==> src/rtl/irqb_pkg.sv <==
package irqb_pkg;
  localparam int unsigned EVT_W = 10;
  // implemented bits: 0..7 and 9
  localparam logic [EVT_W-1:0] IMPL_BITS = 10'h2FF;

  localparam int unsigned EV_DONE      = 0;
  localparam int unsigned EV_THRESH    = 1;
  localparam int unsigned EV_NOACK     = 2;
  localparam int unsigned EV_TIMEOUT   = 3;
  localparam int unsigned EV_TGT_RDY   = 4;
  localparam int unsigned EV_RX_OVF    = 5;
  localparam int unsigned EV_TX_OVF    = 6;
  localparam int unsigned EV_RX_UNF    = 7;
  localparam int unsigned EV_ARB_LOSS  = 9;

  localparam logic [7:0] OFS_STATUS  = 8'h10;
  localparam logic [7:0] OFS_MASK    = 8'h20;
  localparam logic [7:0] OFS_UNMASK  = 8'h24;
  localparam logic [7:0] OFS_DOMASK  = 8'h28;

  typedef enum logic [2:0] {
    SEL_NONE,
    SEL_STATUS,
    SEL_MASK,
    SEL_UNMASK,
    SEL_DOMASK
  } reg_sel_e;
endpackage

==> src/rtl/irqb_decode.sv <==
module irqb_decode #(
  parameter int unsigned ADDR_W = 8
) (
  input  logic              req_valid_i,
  input  logic              req_ready_i,
  input  logic              req_write_i,
  input  logic [ADDR_W-1:0] req_addr_i,
  output logic              wr_status_o,
  output logic              wr_unmask_o,
  output logic              wr_domask_o,
  output logic              rd_fire_o,
  output irqb_pkg::reg_sel_e rd_sel_o
);
  import irqb_pkg::*;

  logic     fire;
  reg_sel_e sel;

  assign fire = req_valid_i & req_ready_i;

  always_comb begin
    sel = SEL_NONE;
    if (req_addr_i == ADDR_W'(OFS_STATUS))      sel = SEL_STATUS;
    else if (req_addr_i == ADDR_W'(OFS_MASK))   sel = SEL_MASK;
    else if (req_addr_i == ADDR_W'(OFS_UNMASK)) sel = SEL_UNMASK;
    else if (req_addr_i == ADDR_W'(OFS_DOMASK)) sel = SEL_DOMASK;
  end

  assign wr_status_o = fire & req_write_i & (sel == SEL_STATUS);
  assign wr_unmask_o = fire & req_write_i & (sel == SEL_UNMASK);
  assign wr_domask_o = fire & req_write_i & (sel == SEL_DOMASK);
  assign rd_fire_o   = fire & ~req_write_i;
  assign rd_sel_o    = sel;
endmodule

==> src/rtl/irqb_status.sv <==
module irqb_status #(
  parameter int unsigned     EVT_W = 10,
  parameter logic [EVT_W-1:0] IMPL = '1
) (
  input  logic             clk,
  input  logic             rst_n,
  input  logic [EVT_W-1:0] evt_i,
  input  logic             clr_en_i,
  input  logic [EVT_W-1:0] clr_bits_i,
  output logic [EVT_W-1:0] status_o
);
  logic [EVT_W-1:0] unused_in;

  for (genvar i = 0; i < EVT_W; i++) begin : g_bit
    if (IMPL[i]) begin : g_impl
      logic bit_q;
      always_ff @(posedge clk or negedge rst_n) begin
        if (!rst_n)                          bit_q <= 1'b0;
        else if (evt_i[i])                   bit_q <= 1'b1;
        else if (clr_en_i && clr_bits_i[i])  bit_q <= 1'b0;
      end
      assign status_o[i]  = bit_q;
      assign unused_in[i] = 1'b0;
    end else begin : g_hole
      assign status_o[i]  = 1'b0;
      assign unused_in[i] = evt_i[i] ^ clr_bits_i[i];
    end
  end


  evt_sets_chk: assert property (@(posedge clk) disable iff (!rst_n)
    ((evt_i & IMPL) != '0) |=> ((status_o & $past(evt_i & IMPL)) == $past(evt_i & IMPL)));


  w1c_clears_chk: assert property (@(posedge clk) disable iff (!rst_n)
    clr_en_i |=> ((status_o & $past(clr_bits_i & ~evt_i)) == '0));
endmodule

==> src/rtl/irqb_mask.sv <==
module irqb_mask #(
  parameter int unsigned     EVT_W = 10,
  parameter logic [EVT_W-1:0] IMPL = '1
) (
  input  logic             clk,
  input  logic             rst_n,
  input  logic             unmask_en_i,
  input  logic             domask_en_i,
  input  logic [EVT_W-1:0] bits_i,
  output logic [EVT_W-1:0] mask_o
);
  logic [EVT_W-1:0] unused_in;

  for (genvar i = 0; i < EVT_W; i++) begin : g_bit
    if (IMPL[i]) begin : g_impl
      logic m_q;
      always_ff @(posedge clk or negedge rst_n) begin
        if (!rst_n)                          m_q <= 1'b1;
        else if (domask_en_i && bits_i[i])   m_q <= 1'b1;
        else if (unmask_en_i && bits_i[i])   m_q <= 1'b0;
      end
      assign mask_o[i]    = m_q;
      assign unused_in[i] = 1'b0;
    end else begin : g_hole
      assign mask_o[i]    = 1'b0;
      assign unused_in[i] = bits_i[i];
    end
  end


  unmask_clears_chk: assert property (@(posedge clk) disable iff (!rst_n)
    (unmask_en_i && !domask_en_i) |=> ((mask_o & $past(bits_i)) == '0));


  domask_sets_chk: assert property (@(posedge clk) disable iff (!rst_n)
    domask_en_i |=> ((mask_o & $past(bits_i & IMPL)) == $past(bits_i & IMPL)));
endmodule

==> src/rtl/irqb_rsp.sv <==
module irqb_rsp #(
  parameter int unsigned EVT_W  = 10,
  parameter int unsigned DATA_W = 32
) (
  input  logic               clk,
  input  logic               rst_n,
  input  logic               rd_fire_i,
  input  irqb_pkg::reg_sel_e rd_sel_i,
  input  logic [EVT_W-1:0]   status_i,
  input  logic [EVT_W-1:0]   mask_i,
  input  logic               rsp_ready_i,
  output logic               req_ready_o,
  output logic               rsp_valid_o,
  output logic [DATA_W-1:0]  rsp_rdata_o
);
  import irqb_pkg::*;

  localparam int unsigned PAD_W = DATA_W - EVT_W;

  logic              valid_q;
  logic [DATA_W-1:0] data_q;
  logic [EVT_W-1:0]  pick;

  always_comb begin
    case (rd_sel_i)
      SEL_STATUS: pick = status_i;
      SEL_MASK:   pick = mask_i;
      default:    pick = '0;
    endcase
  end

  assign req_ready_o = ~valid_q | rsp_ready_i;

  always_ff @(posedge clk or negedge rst_n) begin
    if (!rst_n) begin
      valid_q <= 1'b0;
      data_q  <= '0;
    end else if (rd_fire_i) begin
      valid_q <= 1'b1;
      data_q  <= {{PAD_W{1'b0}}, pick};
    end else if (rsp_ready_i) begin
      valid_q <= 1'b0;
    end
  end

  assign rsp_valid_o = valid_q;
  assign rsp_rdata_o = data_q;


  rsp_hold_chk: assert property (@(posedge clk) disable iff (!rst_n)
    (valid_q && !rsp_ready_i) |=> (valid_q && $stable(data_q)));
endmodule

==> src/rtl/irq_event_bank.sv <==
module irq_event_bank #(
  parameter int unsigned ADDR_W = 8,
  parameter int unsigned DATA_W = 32
) (
  input  logic                       clk,
  input  logic                       rst_n,
  input  logic [irqb_pkg::EVT_W-1:0] evt_i,
  input  logic                       req_valid_i,
  output logic                       req_ready_o,
  input  logic                       req_write_i,
  input  logic [ADDR_W-1:0]          req_addr_i,
  input  logic [DATA_W-1:0]          req_wdata_i,
  output logic                       rsp_valid_o,
  input  logic                       rsp_ready_i,
  output logic [DATA_W-1:0]          rsp_rdata_o,
  output logic                       irq_o
);
  import irqb_pkg::*;

  localparam int unsigned EW = EVT_W;

  logic          wr_status, wr_unmask, wr_domask, rd_fire;
  reg_sel_e      rd_sel;
  logic [EW-1:0] status, mask, wbits;
  logic          unused_hi;
  logic          irq_q;

  assign wbits     = req_wdata_i[EW-1:0];
  assign unused_hi = ^req_wdata_i[DATA_W-1:EW];

  irqb_decode #(.ADDR_W(ADDR_W)) u_decode (
    .req_valid_i (req_valid_i),
    .req_ready_i (req_ready_o),
    .req_write_i (req_write_i),
    .req_addr_i  (req_addr_i),
    .wr_status_o (wr_status),
    .wr_unmask_o (wr_unmask),
    .wr_domask_o (wr_domask),
    .rd_fire_o   (rd_fire),
    .rd_sel_o    (rd_sel)
  );

  irqb_status #(.EVT_W(EW), .IMPL(IMPL_BITS)) u_status (
    .clk        (clk),
    .rst_n      (rst_n),
    .evt_i      (evt_i),
    .clr_en_i   (wr_status),
    .clr_bits_i (wbits),
    .status_o   (status)
  );

  irqb_mask #(.EVT_W(EW), .IMPL(IMPL_BITS)) u_mask (
    .clk         (clk),
    .rst_n       (rst_n),
    .unmask_en_i (wr_unmask),
    .domask_en_i (wr_domask),
    .bits_i      (wbits),
    .mask_o      (mask)
  );

  irqb_rsp #(.EVT_W(EW), .DATA_W(DATA_W)) u_rsp (
    .clk         (clk),
    .rst_n       (rst_n),
    .rd_fire_i   (rd_fire),
    .rd_sel_i    (rd_sel),
    .status_i    (status),
    .mask_i      (mask),
    .rsp_ready_i (rsp_ready_i),
    .req_ready_o (req_ready_o),
    .rsp_valid_o (rsp_valid_o),
    .rsp_rdata_o (rsp_rdata_o)
  );

  always_ff @(posedge clk or negedge rst_n) begin
    if (!rst_n) irq_q <= 1'b0;
    else        irq_q <= |(status & ~mask);
  end
  assign irq_o = irq_q;


  irq_quiet_chk: assert property (@(posedge clk) disable iff (!rst_n)
    (status == '0) |=> !irq_o);


  irq_masked_chk: assert property (@(posedge clk) disable iff (!rst_n)
    (mask == IMPL_BITS) |=> !irq_o);


  bp_ready_chk: assert property (@(posedge clk) disable iff (!rst_n)
    !req_ready_o |-> (rsp_valid_o && !rsp_ready_i));
endmodule

==> config.mk <==
export PLATFORM = sky130hd
export DESIGN_NAME = irq_event_bank
export DESIGN_NICKNAME = d
export VERILOG_FILES = /design/src/rtl/irqb_pkg.sv /design/src/rtl/irqb_decode.sv /design/src/rtl/irqb_status.sv /design/src/rtl/irqb_mask.sv /design/src/rtl/irqb_rsp.sv /design/src/rtl/irq_event_bank.sv
export SDC_FILE = /design/constraint.sdc
export NUM_CORES = 1
export LEC_CHECK = 0
export CAP_MARGIN = 25
export CORE_UTILIZATION = 38
export CTS_CLUSTER_SIZE = 12
export DETAILED_ROUTE_END_ITERATION = 8
export GPL_ROUTABILITY_DRIVEN = 0
export PLACE_DENSITY_LB_ADDON = 0.1
export SLEW_MARGIN = 15
export SYNTH_ARGS = -nofsm -noshare
export SYNTH_HDL_FRONTEND = slang
export SYNTH_SLANG_ARGS = --single-unit
==> constraint.sdc <==
create_clock -name clk -period 1.7 [get_ports clk]
set_input_delay 0.425 -clock clk [delete_from_list [all_inputs] [get_ports clk]]
set_output_delay 0.425 -clock clk [all_outputs]
set_load 0.05 [all_outputs]
== Word level (Yosys, flattened, before mapping) ==
Cells that the tools add are included.

* Register bits after elaboration: 30
* Bits of input ports: 55
* Output and inout bits: 35
* Word-level logic and storage cells: 130

* Equal/unequal tests: 8
* Multiplexer cells: 43
* Bitwise logic cells: 11
* Reduce and logical (&&, ||, !) cells: 47

{| class="wikitable"
|+ Operators with widths
! operator !! number
|-
| 1-bit 2-to-1 mux || 38
|-
| 2-bit nonzero test || 19
|-
| 1-bit logical AND || 27
|-
| 8-bit by 6-bit equality test with 1-bit output (second input constant) || 3
|-
| 10-bit case mux with 2 select lines || 1
|-
| 3-bit 2-to-1 mux || 4
|-
| 10-bit AND || 1
|-
| 10-bit NOT || 1
|-
| 10-bit OR reduction || 1
|-
| 8-bit by 5-bit equality test with 1-bit output (second input constant) || 1
|-
| 1-bit AND || 6
|-
| 3-bit by 2-bit equality test with 1-bit output (second input constant) || 2
|-
| 3-bit by 1-bit equality test with 1-bit output (second input constant) || 1
|-
| 3-bit equality test (second input constant) || 1
|-
| 1-bit NOT || 2
|-
| 1-bit bitwise OR || 1
|}

== Logic depth before layout (Yosys ltp) ==
* Depth after elaboration: 10
* Gate-level depth with buffers: 6
* Gate-level depth less buffers: 4

== Modules after synthesis ==
A second synthesis with hierarchy kept.

* Cells, all modules: 195
* Area total of the unflattened synthesis: 1923.1 µm²

{| class="wikitable"
|+ Modules (own cells, without submodules)
! module !! times used !! cells an instance !! area each (µm²) !! seq. area each (µm²)
|-
| irqb_rsp || 1 || 84 || 832.0 || 275.3
|-
| irqb_mask || 1 || 40 || 444.2 || 236.5
|-
| irqb_status || 1 || 39 || 416.6 || 225.2
|-
| irqb_decode || 1 || 16 || 125.1 || 0.0
|-
| irq_event_bank || 1 || 16 || 105.1 || 25.0
|}

== Worst setup path before layout ==
OpenSTA, ideal clock, no wires.

* Path type: flip-flop to flip-flop
* Start point: reg u_rsp.valid_q (netlist: u_rsp.rsp_valid_o)
* End point: reg u_status.g_bit[0].g_impl.bit_q
* Setup time: 0.082 ns
* Arrival: 1.681 ns
* Data required time: 1.618 ns
* Slack: -0.063 ns
* Stages on the path, launching flop included: 7
* Buffers on the path: 2
* Clock period less this slack: 1.763 ns
* Cells stage by stage: dfrtp_1 nand2b_4 and4_4 buf_6 and4b_1 buf_6 a31oi_1

* Word-level cells in the longest chain between the ends: 7

{| class="wikitable"
|+ Ends and longest elaborated chain
! item !! RTL line !! source
|-
| start: declaration || irqb_rsp.sv:20 || <nowiki>logic valid_q;</nowiki>
|-
| start signal: assignment || irqb_rsp.sv:36 || <nowiki>valid_q <= 1'b0;</nowiki>
|-
| start signal: assignment || irqb_rsp.sv:39 || <nowiki>valid_q <= 1'b1;</nowiki>
|-
| start signal: assignment || irqb_rsp.sv:42 || <nowiki>valid_q <= 1'b0;</nowiki>
|-
| 1-bit NOT || irqb_rsp.sv:32 || <nowiki>assign req_ready_o = ~valid_q | rsp_ready_i;</nowiki>
|-
| 1-bit bitwise OR || irqb_rsp.sv:32 ||
|-
| net req_ready_o || irq_event_bank.sv:9 || <nowiki>output logic req_ready_o,</nowiki>
|-
| 1-bit AND || irqb_decode.sv:19 || <nowiki>assign fire = req_valid_i & req_ready_i;</nowiki>
|-
| 1-bit AND (2 in series) || irqb_decode.sv:29 || <nowiki>assign wr_status_o = fire & req_write_i & (sel == SEL_STATUS);</nowiki>
|-
| 1-bit logical AND || irqb_status.sv:20 || <nowiki>else if (clr_en_i && clr_bits_i[i]) bit_q <= 1'b0;</nowiki>
|-
| 2-bit nonzero test (no source line) || n/a ||
|-
| end signal: assignment || irqb_status.sv:18 || <nowiki>if (!rst_n) bit_q <= 1'b0;</nowiki>
|-
| end signal: assignment || irqb_status.sv:19 || <nowiki>else if (evt_i[i]) bit_q <= 1'b1;</nowiki>
|-
| end signal: assignment || irqb_status.sv:20 ||
|-
| end: declaration || irqb_status.sv:16 || <nowiki>logic bit_q;</nowiki>
|}

The timed path passes the listed nets, and every way through them passes these cells.
A chain may end at the register's enable or synchronous reset.

== Worst setup path in the final report ==
* Start point: in rsp_ready_i
* End point: out req_ready_o

* Word-level cells in the longest chain between the ends: 1

{| class="wikitable"
|+ Ends and longest elaborated chain
! item !! RTL line !! source
|-
| start: declaration || irq_event_bank.sv:14 || <nowiki>input logic rsp_ready_i,</nowiki>
|-
| 1-bit bitwise OR || irqb_rsp.sv:32 ||
|-
| end: declaration || irq_event_bank.sv:9 ||
|}

Every way passes these cells.

==> metrics.md <==
| Metric | Value |
|---|---|
| Status | finished, final reports clean |
| Design Area, Final | 2096 um^2 |
| Post-CTS Resized | 0 |
| First-pass GRT wire length | 5513 um |
| Fin. Hold Viols | 0 |
| Final Util | 0.5557 |
| Worst endpoint required time | 1.27 ns |
| DP HPWL | 2547 um |
| Hold Startpoint | u_rsp.rsp_rdata_o[6]$_DFFE_PN0P_ |
| CP Cell Sequence | clkdlybuf4s50_1, nand2b_4, buf_4, buf_12 |
| Post-layout min period | 1.660 ns |
| Hold-fix buffers, CTS | 0 |
| Via count | 1275 |
| WL/cell | 12.29 um |
| PD cells | 779.1 nW/um^2 |
| Via/cell ratio | 4.793 |
| TritonCTS Sinks | 29 |
| Seq cells post-synth | 29 |
| Commonest cells after routing, fill and taps aside | 30 x clkdlybuf4s50_1, 26 x buf_4, 23 x conb_1 |
| Post-Route WL | 3269 um |
| Critical Path AT | 1.24 ns |
| Critical path's slowest cell | clkdlybuf4s50_1 |
| Initial antenna violation count | 0 |
| CTS Root Cell | clkbuf_8 |
| Synthesis warning total | 0 |
| Avg Inst Size Synth | 9.512 um^2 |
| Clock buffer depth | 2 |
| CP endpoint kind | output pin |
| Slew Limit Fails | 0 |
| Antenna Nets Post-Route | 0 |
| HP Class | register to register |
| VDD IR max | 506.9 uV |
| Synth top area cells | dfrtp_1 33%, dfstp_2 15%, buf_4 11%, a22o_1 5.1%, a22oi_1 4.9% |
| Post-synth cell types | 28 |
| Yosys top cell by area | dfrtp_1 |
| Die X | 65.49 um |
| Fillers | 332 |
| DRC Markers | 0 |
| Antenna fix cells | 0 |
| Crit Path Max Fanout | 3 |
| DP Area | 1989 um^2 |
| Max Clk Rate | 0.6023 GHz |
| FP Rows | 22 |
| Cells after Synth | 161 |
| Core region area | 3771 um^2 |
| Clk_skew | 0.002292 ns |
| Chip height | 65.49 um |
| Largest net degree at the start of global routing | 30 |
| Cell Count, Final, Fillers Out | 266 |
| Setup Buffers After CTS | 0 |
| Top cell type's share of synthesized area | 0.3268 |
| Number of port buffers | 42 |
| Commonest non-fill, non-tap cell in the layout | clkdlybuf4s50_1 |
| Grt ovf | 0 |
| Pre-Repair DR Iteration Count | 4 |
| I/O pin count | 90 |
| RSZ-0062 raised after global routing | no |
| Area grow syn2layout | 36.85% |
| Initial Util | 0.4061 |
| Tot GR Track Use | 0.1773 |
| CP startpoint kind | input port |
| Final net count | 272 |
| Seq/Total Area, Yosys | 0.4812 |
| Max stage delay on crit path | 0.39 ns |
| R2R Setup Slk | 0.33 ns |
| Crit path launch | rsp_ready_i |
| Final cycle utilization of the critical path | 0.9767 |
| Share of layout cells above drive strength 1 | 0.2248 |
| Vias in the first global route | 1206 |
| Clk_lat worst skew | 0.28 ns |
| DIE AREA | 4288 um^2 |
| Num CTS Buffers | 5 |
| Max-Cap Viols | 0 |
| DRT iter0 DRCs | 54 |
| WS Path Type | input port to output pin |
| Crit Reg-Reg Startpoint | u_rsp.rsp_valid_o$_DFFE_PN0P_ |
| Setup violations, final | 0 |
| CTS tree | built |
| Lkg Pwr | 0.9214 nW |
| Synth Cell Area | 1531 um^2 |
| Clock slew at reported path FFs | 0.06 ns |
| Placed Cells | 258 |
| Max H-tree Level | 2 |
-- layer usage --
layer | up-vias | part of all wire | wire [um] | track usage
li1 | 621 | - | - | -
met1 | 598 | 0.43 | 1421 | 0.2124
met2 | 54 | 0.50 | 1631 | 0.2912
met3 | 2 | 0.055 | 180 | 0.03646
met4 | 0 | 0.011 | 35 | 0.1060
met5 | - | 0 | 0 | 0
-- where the power goes --
group,internal [mW],total (mW),switching (mW)
Clock,0.365,0.605,0.241
Combinational,0.115,0.314,0.199
Sequential,0.705,0.714,0.00877
Total,1.18,1.63,0.449
-- per-stage QoR --
stage          power (mW)  hold slack, ns  setup TNS (ns)  worst slack (ns)
3_5_place_dp        1.038          0.4836          -3.948           -0.2059
3_3_place_gp        1.034          0.4671          -3.185           -0.1455
2_1_floorplan      0.9347          0.1294               0           0.09953
4_1_cts             1.652          0.4976               0           0.03711
6_report            1.633          0.4893               0           0.03961
5_1_grt             1.722          0.5146               0        0.00004419
-- layout make-up --
| cell class | instances | area, um^2 | share of cell area |
|---|---|---|---|
| Multi-Input combinational cell | 105 | 593.1 | 0.2830 |
| Sequential cell | 29 | 738.2 | 0.3522 |
| Timing Repair Buffer | 58 | 535.5 | 0.2555 |
| Clock buffer | 7 | 96.34 | 0.04597 |
| Inverter | 18 | 67.56 | 0.03224 |
| Tap cell | 48 | 60.06 | 0.02866 |
| Clock inverter | 1 | 5.005 | 0.002388 |
-- path summary, 6_finish.rpt --
check                                                        endpoint  cells past startpoint
setup / recovery                                          req_ready_o                      4
hold / removal                       u_rsp.rsp_rdata_o[6]$_DFFE_PN0P_                      2
setup reg to reg           u_status.g_bit[1].g_impl.bit_q$_DFFE_PN0P_                      5
hold reg to reg                      u_rsp.rsp_rdata_o[6]$_DFFE_PN0P_                      2
max in group asynchronous      u_mask.g_bit[0].g_impl.m_q$_DFFE_PN1P_                      2
min in group asynchronous            u_rsp.rsp_rdata_o[9]$_DFFE_PN0P_                      2
-- flip-flops by register name (all words and copies together), names as in the netlist --
name,cells
u_status.g_bit.g_impl.bit_q,9
u_rsp.rsp_rdata_o,9
irq_o,1
u_rsp.rsp_valid_o,1
u_mask.g_bit.g_impl.m_q,9
-- logic make-up (layout without fill, tap and decap cells) --
family / count (synthesis) / count (layout) / synth area share
buffers and inverters: 49 / 84 / 0.1887
AND/OR/NAND/NOR: 42 / 42 / 0.1430
AO/OA/AOI/OAI: 40 / 40 / 0.1846
flip-flops: 29 / 29 / 0.4812
other: 1 / 23 / 0.002449
-- worst max-delay path, delay by kind of cell --
family / cells / cell delay (ns)
simple gates: 1 / 0.14
buf+inv: 3 / 0.67
-- synth_stat cells --
| cell type | n |
|---|---|
| a22o_1 | 9 |
| dfrtp_1 | 20 |
| nor3_1 | 2 |
| dfstp_2 | 9 |
| and4_1 | 1 |
| buf_4 | 23 |
| a22oi_1 | 10 |
| o21ai_0 | 8 |
| inv_1 | 18 |
| and4_4 | 1 |
| nand3b_1 | 2 |
| a221oi_1 | 1 |
| clkbuf_1 | 3 |
| nor2b_1 | 2 |
| o22ai_1 | 1 |
| conb_1 | 1 |
| buf_6 | 2 |
| a222oi_1 | 1 |
| and4b_1 | 1 |
| a31oi_1 | 9 |
| nand3_1 | 10 |
| and3_1 | 1 |
| nand2_1 | 10 |
| nand2b_4 | 1 |
| buf_2 | 3 |
| or2_0 | 1 |
| o31ai_1 | 1 |
| nor2_1 | 10 |
(Power assumes the default switching activity.)
